--- config.mk ---
export PLATFORM = sky130hd
export DESIGN_NAME = raw_interlock
export DESIGN_NICKNAME = d
export VERILOG_FILES = /design/src/rtl/ilk_pkg.sv /design/src/rtl/ilk_use_decode.sv /design/src/rtl/ilk_src_match.sv /design/src/rtl/raw_interlock.sv
export SDC_FILE = /design/constraint.sdc
export NUM_CORES = 1
export LEC_CHECK = 0
export ABC_AREA = 0
export BUFFER_PORTS_ARGS = -buffer_cell sky130_fd_sc_hd__buf_4
export CAP_MARGIN = 40
export CORE_AREA = 2 2 39 41
export DETAILED_ROUTE_END_ITERATION = 6
export DIE_AREA = 0 0 41 43
export PLACE_DENSITY = 0.78
export RECOVER_POWER = 100
export SYNTH_ARGS = -nofsm -noshare
export SYNTH_HDL_FRONTEND = slang
export SYNTH_SLANG_ARGS = --single-unit
--- constraint.sdc ---
create_clock -name vclk -period 7.75
set_input_delay 2.325 -clock vclk [all_inputs]
set_output_delay 2.325 -clock vclk [all_outputs]
set_load 0.02 [all_outputs]
--- src/rtl/ilk_pkg.sv ---
package ilk_pkg;

    localparam int CLS_W = 3;
    localparam int CTL_W = 3;

    typedef enum logic [CLS_W-1:0] {
        CLS_ALU_RR = 3'd0,
        CLS_ALU_RI = 3'd1,
        CLS_LOAD   = 3'd2,
        CLS_STORE  = 3'd3,
        CLS_BRANCH = 3'd4,
        CLS_JREG   = 3'd5,
        CLS_JUMP   = 3'd6,
        CLS_NOP    = 3'd7
    } ins_cls_e;

    typedef struct packed {
        logic rd_a;
        logic rd_b;
    } src_use_t;

endpackage

--- src/rtl/ilk_use_decode.sv ---
module ilk_use_decode
    import ilk_pkg::*;
(
    input  logic [CLS_W-1:0] cls,
    output src_use_t         uses
);
    always_comb begin
        uses = '0;
        unique case (ins_cls_e'(cls))
            CLS_ALU_RR: uses = '{rd_a: 1'b1, rd_b: 1'b1};
            CLS_ALU_RI: uses = '{rd_a: 1'b1, rd_b: 1'b0};
            CLS_LOAD:   uses = '{rd_a: 1'b1, rd_b: 1'b0};
            CLS_STORE:  uses = '{rd_a: 1'b1, rd_b: 1'b1};
            CLS_BRANCH: uses = '{rd_a: 1'b1, rd_b: 1'b1};
            CLS_JREG:   uses = '{rd_a: 1'b1, rd_b: 1'b0};
            CLS_JUMP:   uses = '{rd_a: 1'b0, rd_b: 1'b0};
            CLS_NOP:    uses = '{rd_a: 1'b0, rd_b: 1'b0};
            default:    uses = '0;
        endcase
    end
endmodule

--- src/rtl/ilk_src_match.sv ---
module ilk_src_match #(
    parameter int REG_W  = 5,
    parameter int N_PROD = 3
) (
    input  logic [REG_W-1:0]             src,
    input  logic                         rd_en,
    input  logic [N_PROD-1:0][REG_W-1:0] prod_dst,
    input  logic [N_PROD-1:0]            prod_we,
    output logic                         hit
);
    logic [N_PROD-1:0] stage_hit;
    logic              src_live;

    assign src_live = rd_en && (src != '0);

    for (genvar g = 0; g < N_PROD; g++) begin : g_stage
        logic live_prod;
        assign live_prod    = prod_we[g] && (prod_dst[g] != '0);
        assign stage_hit[g] = live_prod && (prod_dst[g] == src);
    end

    assign hit = src_live && (|stage_hit);
endmodule

--- src/rtl/raw_interlock.sv ---
module raw_interlock
    import ilk_pkg::*;
#(
    parameter int REG_W = 5
) (
    input  logic [CLS_W-1:0] dec_cls,
    input  logic [REG_W-1:0] dec_rs,
    input  logic [REG_W-1:0] dec_rt,
    input  logic [CTL_W-1:0] dec_ctl,
    input  logic [REG_W-1:0] ex_dst,
    input  logic             ex_we,
    input  logic [REG_W-1:0] mem_dst,
    input  logic             mem_we,
    input  logic [REG_W-1:0] wb_dst,
    input  logic             wb_we,
    output logic             stall,
    output logic             pc_we,
    output logic             ifid_we,
    output logic             idex_bubble,
    output logic [CTL_W-1:0] idex_ctl
);
    localparam int N_PROD = 3;

    // Stage order: index 0 execute, 1 memory, 2 writeback.
    logic [N_PROD-1:0][REG_W-1:0] p_dst;
    logic [N_PROD-1:0]            p_we;
    src_use_t                     uses;
    logic                         hit_a;
    logic                         hit_b;

    assign p_dst = {wb_dst, mem_dst, ex_dst};
    assign p_we  = {wb_we, mem_we, ex_we};

    ilk_use_decode u_dec (
        .cls  (dec_cls),
        .uses (uses)
    );

    ilk_src_match #(.REG_W(REG_W), .N_PROD(N_PROD)) u_match_a (
        .src      (dec_rs),
        .rd_en    (uses.rd_a),
        .prod_dst (p_dst),
        .prod_we  (p_we),
        .hit      (hit_a)
    );

    ilk_src_match #(.REG_W(REG_W), .N_PROD(N_PROD)) u_match_b (
        .src      (dec_rt),
        .rd_en    (uses.rd_b),
        .prod_dst (p_dst),
        .prod_we  (p_we),
        .hit      (hit_b)
    );

    always_comb begin
        stall       = hit_a || hit_b;
        pc_we       = !stall;
        ifid_we     = !stall;
        idex_bubble = stall;
        idex_ctl    = stall ? '0 : dec_ctl;
    end

    always_comb begin
        // plain jumps and no-ops read nothing, so they can never wait.
        a_r2_no_read_no_wait: assert (!(((dec_cls == CLS_JUMP) || (dec_cls == CLS_NOP)) && stall))
            else $error("R2 stall raised by an instruction that reads no register");
        // two zero sources can never wait.
        a_r4_zero_sources: assert (!((dec_rs == '0) && (dec_rt == '0) && stall))
            else $error("R4 stall raised with both sources equal to register 0");
        // a stall needs at least one live producer downstream.
        a_r3_live_producer: assert (!stall ||
                                    (ex_we && ex_dst != '0) ||
                                    (mem_we && mem_dst != '0) ||
                                    (wb_we && wb_dst != '0))
            else $error("R3 stall raised without any live producer");
        // front end holds together during a stall.
        a_r6_front_hold: assert (!stall || (!pc_we && !ifid_we))
            else $error("R6 front end still loading during a stall");
        // bubble carries no write or memory action.
        a_r7_clean_bubble: assert (!stall || (idex_bubble && idex_ctl == '0))
            else $error("R7 bubble carries live control bits");
    end
endmodule

==> impl_metrics.tcl, run 1 <==
set metrics [dict create \
    status "finished clean" \
    setup_tns_ns 0 \
    endpoint_kind "primary output" \
    start_util 0.363 \
    synth-compound-area-share 0.114 \
    critical_path_buf_inv_count 2 \
    design_area_um2 791 \
    syn_area_um2 503 \
    finalCritPeriodShare 0.834 \
    setup_slack_ns 1.29 \
    slowest_stage "or4_2" \
    setup.worst_path.class "in2out" \
    dp_hpwl_mm 1.36 \
    mostFrequentLayoutCell "buf_4" \
    required_ns 5.43 \
    drv_cap 0 \
    cts-resized-gates 0 \
    grt_first_pass_wirelength_mm 2.35 \
    nets 143 \
    synth_xor_area_frac 0.522 \
    grt_max_degree 6 \
    slew_viol_final 0 \
    synth_fa_ha_area_frac 0.0249 \
    portBuffers 41 \
    grt_pass1_vias 582 \
    grtUsageTotal 0.187 \
    synth_mux_area_frac 0 \
    ys_seq_area_frac 0 \
    postSynthCellCount 67 \
    cp_top_family "simple AND/OR/NAND/NOR gates" \
    die_w_um 41 \
    crit_fanout 5 \
    synth_cell_types 20 \
    dieHeight_um 43 \
    routedWlPerCell_um 12.4 \
    dp.cells 122 \
    p_per_area_mw_per_mm2 57.6 \
    nFillCells 145 \
    hold_viol 0 \
    antenna_found_initial 0 \
    worst_hold_path_type "in2out" \
    detail_route.vias_per_cell 5.08 \
    instances_no_fill 122 \
    critPathLaunchType "primary input" \
    ios 41 \
    drtIter0Drc 5 \
    overflow 0 \
    drive_gt1_frac 0.358 \
    ys_warn_count 0 \
    drc 0 \
    synth_top_family_by_area "XOR/XNOR gates" \
    wl_mm 1.51 \
    fin_crit_ns 6.46 \
    postCtsSetupBuffers 0 \
    slew_headroom 0.740 \
    detailedPlace.worstSlack_ns 1.43 \
    placed_area_um2 816 \
    dr.pass1.iters 4 \
    coreArea_mm2 0.00138 \
    fmax_ghz 0.155 \
    total_power_uw 45.5 \
    ctsHoldBuffers 0 \
    rows 14 \
    seq_cell_count 0 \
    dieArea_mm2 0.00176 \
    yosys.area_share.simple 0.294 \
    detail-route-antenna-nets 0 \
    crit_arrival_ns 4.13 \
    critPathMaxStageDelay_ns 0.67 \
    setup_viol 0 \
    seq_area_um2 0 \
    crit_path_cell_trace "buf_4 > xnor2_1 > nand3_1 > or4_2 > a31oi_1 > or2_0 > clkbuf_1" \
    vias 620 \
    worstMarginPinSlew_ns 0.388 \
    peakVddDrop_mv 0.0260 \
    place_congestion 0.820 \
    leakage_nw 0.324 \
    rsz0062_at_grt "no" \
    synth_nets 102 \
    mostFrequentLayoutCells "buf_4, xnor2_1, xor2_1" \
    area_delta_synth_final_pct 57.2 \
    syn_avg_cell_area_um2 7.51 \
    n_clock_buffer 0 \
    insertedDiodeCount 0 \
]
[path summary, 6_finish.rpt]
check / start / end / slack (ns) / cells after the start
max: mem_dst[1] / idex_bubble / 1.29 / 7
min: dec_ctl[1] / idex_ctl[1] / 5.04 / 3
[tightest hold or removal path: stages]
cell	delay (ns)
buf_4	0.10
nor3b_1	0.12
clkbuf_1	0.16
[report_power, final]
| group | internal [mW] | total, mW | leakage, nW | switching (mW) |
|---|---|---|---|---|
| clock | 0 | 0 | 0 | 0 |
| sequential | 0 | 0 | 0 | 0 |
| combinational | 0.0246 | 0.0455 | 0.324 | 0.0210 |
| total | 0.0246 | 0.0455 | 0.324 | 0.0210 |
[cell type report]
cell class | count | area (um2) | area share
multi-input combinational | 63 | 474 | 0.600
timing repair buffer | 41 | 289 | 0.366
tap | 16 | 20.0 | 0.0253
inverter | 2 | 7.51 | 0.00949
[synthesized netlist by cell type]
master | n | area (um2)
o21ai_1 | 2 | 10.0
buf_4 | 2 | 15.0
xnor2_1 | 18 | 158
xor2_1 | 12 | 105
or4_2 | 1 | 8.76
inv_1 | 2 | 7.51
o21ai_0 | 2 | 10.0
nor3b_1 | 3 | 22.5
nand3_1 | 6 | 30.0
o31a_1 | 1 | 8.76
nand2_1 | 1 | 3.75
a31oi_2 | 1 | 12.5
nor2_1 | 2 | 7.51
nor4_1 | 3 | 18.8
ha_1 | 1 | 12.5
o21ai_2 | 1 | 8.76
nor3_1 | 1 | 5.00
or2_1 | 1 | 6.26
a22oi_1 | 1 | 7.51
or4_1 | 6 | 45.0
[routing by layer]
layer,global-route usage,share of wire,up-vias
li1,-,-,320
met1,0.234,0.41,282
met2,0.353,0.54,18
met3,0,0.051,0
met4,0,0,0
met5,0,0,-
[through the flow]
step	util	hold slack [ns]
CTS	0.590	5.03
finish	0.571	5.04
global placement	0.590	5.03
global route	0.571	5.06
floorplan	-	4.83
detailed placement	0.590	5.03
[kinds of logic after synthesis]
| logic type | Yosys count |
|---|---|
| XOR/XNOR | 30 |
| AND/OR/NAND/NOR | 24 |
| AO/OA/AOI/OAI | 8 |
| buffers and inverters | 4 |
| adder cells (fa/ha/maj) | 1 |
Power figures use the tool's default switching activity.
==> run 2: changes to the inputs <==
--- a/config.mk
+++ b/config.mk
@@ -8,10 +8,9 @@
 export ABC_AREA = 0
 export BUFFER_PORTS_ARGS = -buffer_cell sky130_fd_sc_hd__buf_4
 export CAP_MARGIN = 40
-export CORE_AREA = 2 2 39 41
+export CORE_UTILIZATION = 38
 export DETAILED_ROUTE_END_ITERATION = 6
-export DIE_AREA = 0 0 41 43
-export PLACE_DENSITY = 0.78
+export PLACE_DENSITY = 0.82
 export RECOVER_POWER = 100
 export SYNTH_ARGS = -nofsm -noshare
 export SYNTH_HDL_FRONTEND = slang
==> constraint.sdc (replaced) <==
create_clock -name vclk -period 5.6
set_input_delay 1.68 -clock vclk [all_inputs]
set_output_delay 1.68 -clock vclk [all_outputs]
set_load 0.02 [all_outputs]
==> impl_metrics.tcl, run 2 (synthesis results as in run 1) <==
set metrics [dict create \
    grt_max_degree 6 \
    worstMarginPinSlew_ns 0.371 \
    finalCritPeriodShare 0.923 \
    grt_pass1_vias 611 \
    drc 0 \
    worst_hold_path_type "in2out" \
    setup.worst_path.end "idex_bubble" \
    rows 12 \
    drive_gt1_frac 0.358 \
    cp_top_family "simple AND/OR/NAND/NOR gates" \
    dp_hpwl_mm 1.40 \
    dr.pass1.iters 4 \
    dieArea_mm2 0.00147 \
    crit_path_cell_trace "buf_4 > xnor2_1 > nand3_1 > or4_2 > a31oi_1 > or2_0 > clkbuf_1" \
    detail-route-antenna-nets 0 \
    peakVddDrop_mv 0.0502 \
    area_delta_synth_final_pct 56.7 \
    drtIter0Drc 13 \
    vias 650 \
    worstSetupStartpoint "mem_dst[2]" \
    status "finished clean" \
    drv_cap 0 \
    insertedDiodeCount 0 \
    fmax_ghz 0.194 \
    slew_viol_final 0 \
    ios 41 \
    slew_headroom 0.751 \
    grt-busiest-layer "met2" \
    antenna_found_initial 0 \
    crit_arrival_ns 3.49 \
    met1_usage 0.264 \
    die_w_um 38.4 \
    leakage_nw 0.324 \
    slowest_stage "or4_2" \
    critPathMaxStageDelay_ns 0.66 \
    setup_tns_ns 0 \
    postCtsSetupBuffers 0 \
    detail_route.vias_per_cell 5.42 \
    required_ns 3.92 \
    endpoint_kind "primary output" \
    cts-resized-gates 0 \
    setup_viol 0 \
    seq_cell_count 0 \
    grt_first_pass_wirelength_mm 2.50 \
    grtUsageTotal 0.234 \
    coreArea_mm2 0.00117 \
    start_util 0.429 \
    place_congestion 0.951 \
    setup.worst_path.class "in2out" \
    met3_usage 0 \
    dieHeight_um 38.4 \
    mostFrequentLayoutCell "buf_4" \
    ctsHoldBuffers 0 \
    seq_area_um2 0 \
    portBuffers 41 \
    grt_util_met2 0.504 \
    p_per_area_mw_per_mm2 81.1 \
    critPathLaunchType "primary input" \
    worstHoldStart "dec_ctl[0]" \
    detailedPlace.worstSlack_ns 0.581 \
    hold_viol 0 \
    setup_slack_ns 0.433 \
    mostFrequentLayoutCells "buf_4, xnor2_1, xor2_1" \
    overflow 0 \
    nets 143 \
    critical_path_buf_inv_count 2 \
    crit_fanout 5 \
    wl_mm 1.60 \
    n_clock_buffer 0 \
    rsz0062_at_grt "no" \
    fin_crit_ns 5.17 \
    cp.depth 7 \
    routedWlPerCell_um 13.3 \
]
run 2: cell counts in the layout (fill, tap and decap cells not counted):
Identical to the previous run, type by type.
run 2: where the power goes:
group	total (mW)	internal (mW)	leakage [nW]	switching (mW)
Combinational	0.0639	0.0340	0.324	0.0299
Clock	0	0	0	0
Sequential	0	0	0	0
run 2: area by class of cell:
| class | count | area (um2) |
|---|---|---|
| multi-input combinational | 63 | 474 |
| fill | 119 | 383 |
| timing repair buffer | 41 | 289 |
| tap | 14 | 17.5 |
| inverter | 2 | 7.51 |
run 2: worst min path at each step:
stage	endpoint	slack [ns]	cells after the start
after global placement	idex_ctl[1]	3.74	3
final	idex_ctl[0]	3.75	3
after floorplan	idex_ctl[0]	3.54	1
after detailed placement	idex_ctl[0]	3.74	3
after global routing	idex_ctl[2]	3.76	3
after CTS	idex_ctl[0]	3.74	3
run 2: tightest hold or removal path: stages:
cell	delay, ns
buf_4	0.10
nor3b_1	0.12
clkbuf_1	0.16
run 2: per-stage QoR:
stage	area, um2	hold slack (ns)	total power [mW]	cells	util
2_1_floorplan	503	3.54	0.0305	67	-
3_3_place_gp	813	3.74	0.0643	120	0.694
3_5_place_dp	813	3.74	0.0665	120	0.694
4_1_cts	813	3.74	0.0667	120	0.694
5_1_grt	788	3.76	0.0696	120	0.673
6_report	788	3.75	0.0639	120	0.673
run 2: layer usage:
| layer | wire length, um | vias up |
|---|---|---|
| met5 | 0 | - |
| met4 | 0 | 0 |
| li1 | - | 320 |
| met3 | 146 | 0 |
| met2 | 891 | 37 |
| met1 | 559 | 293 |
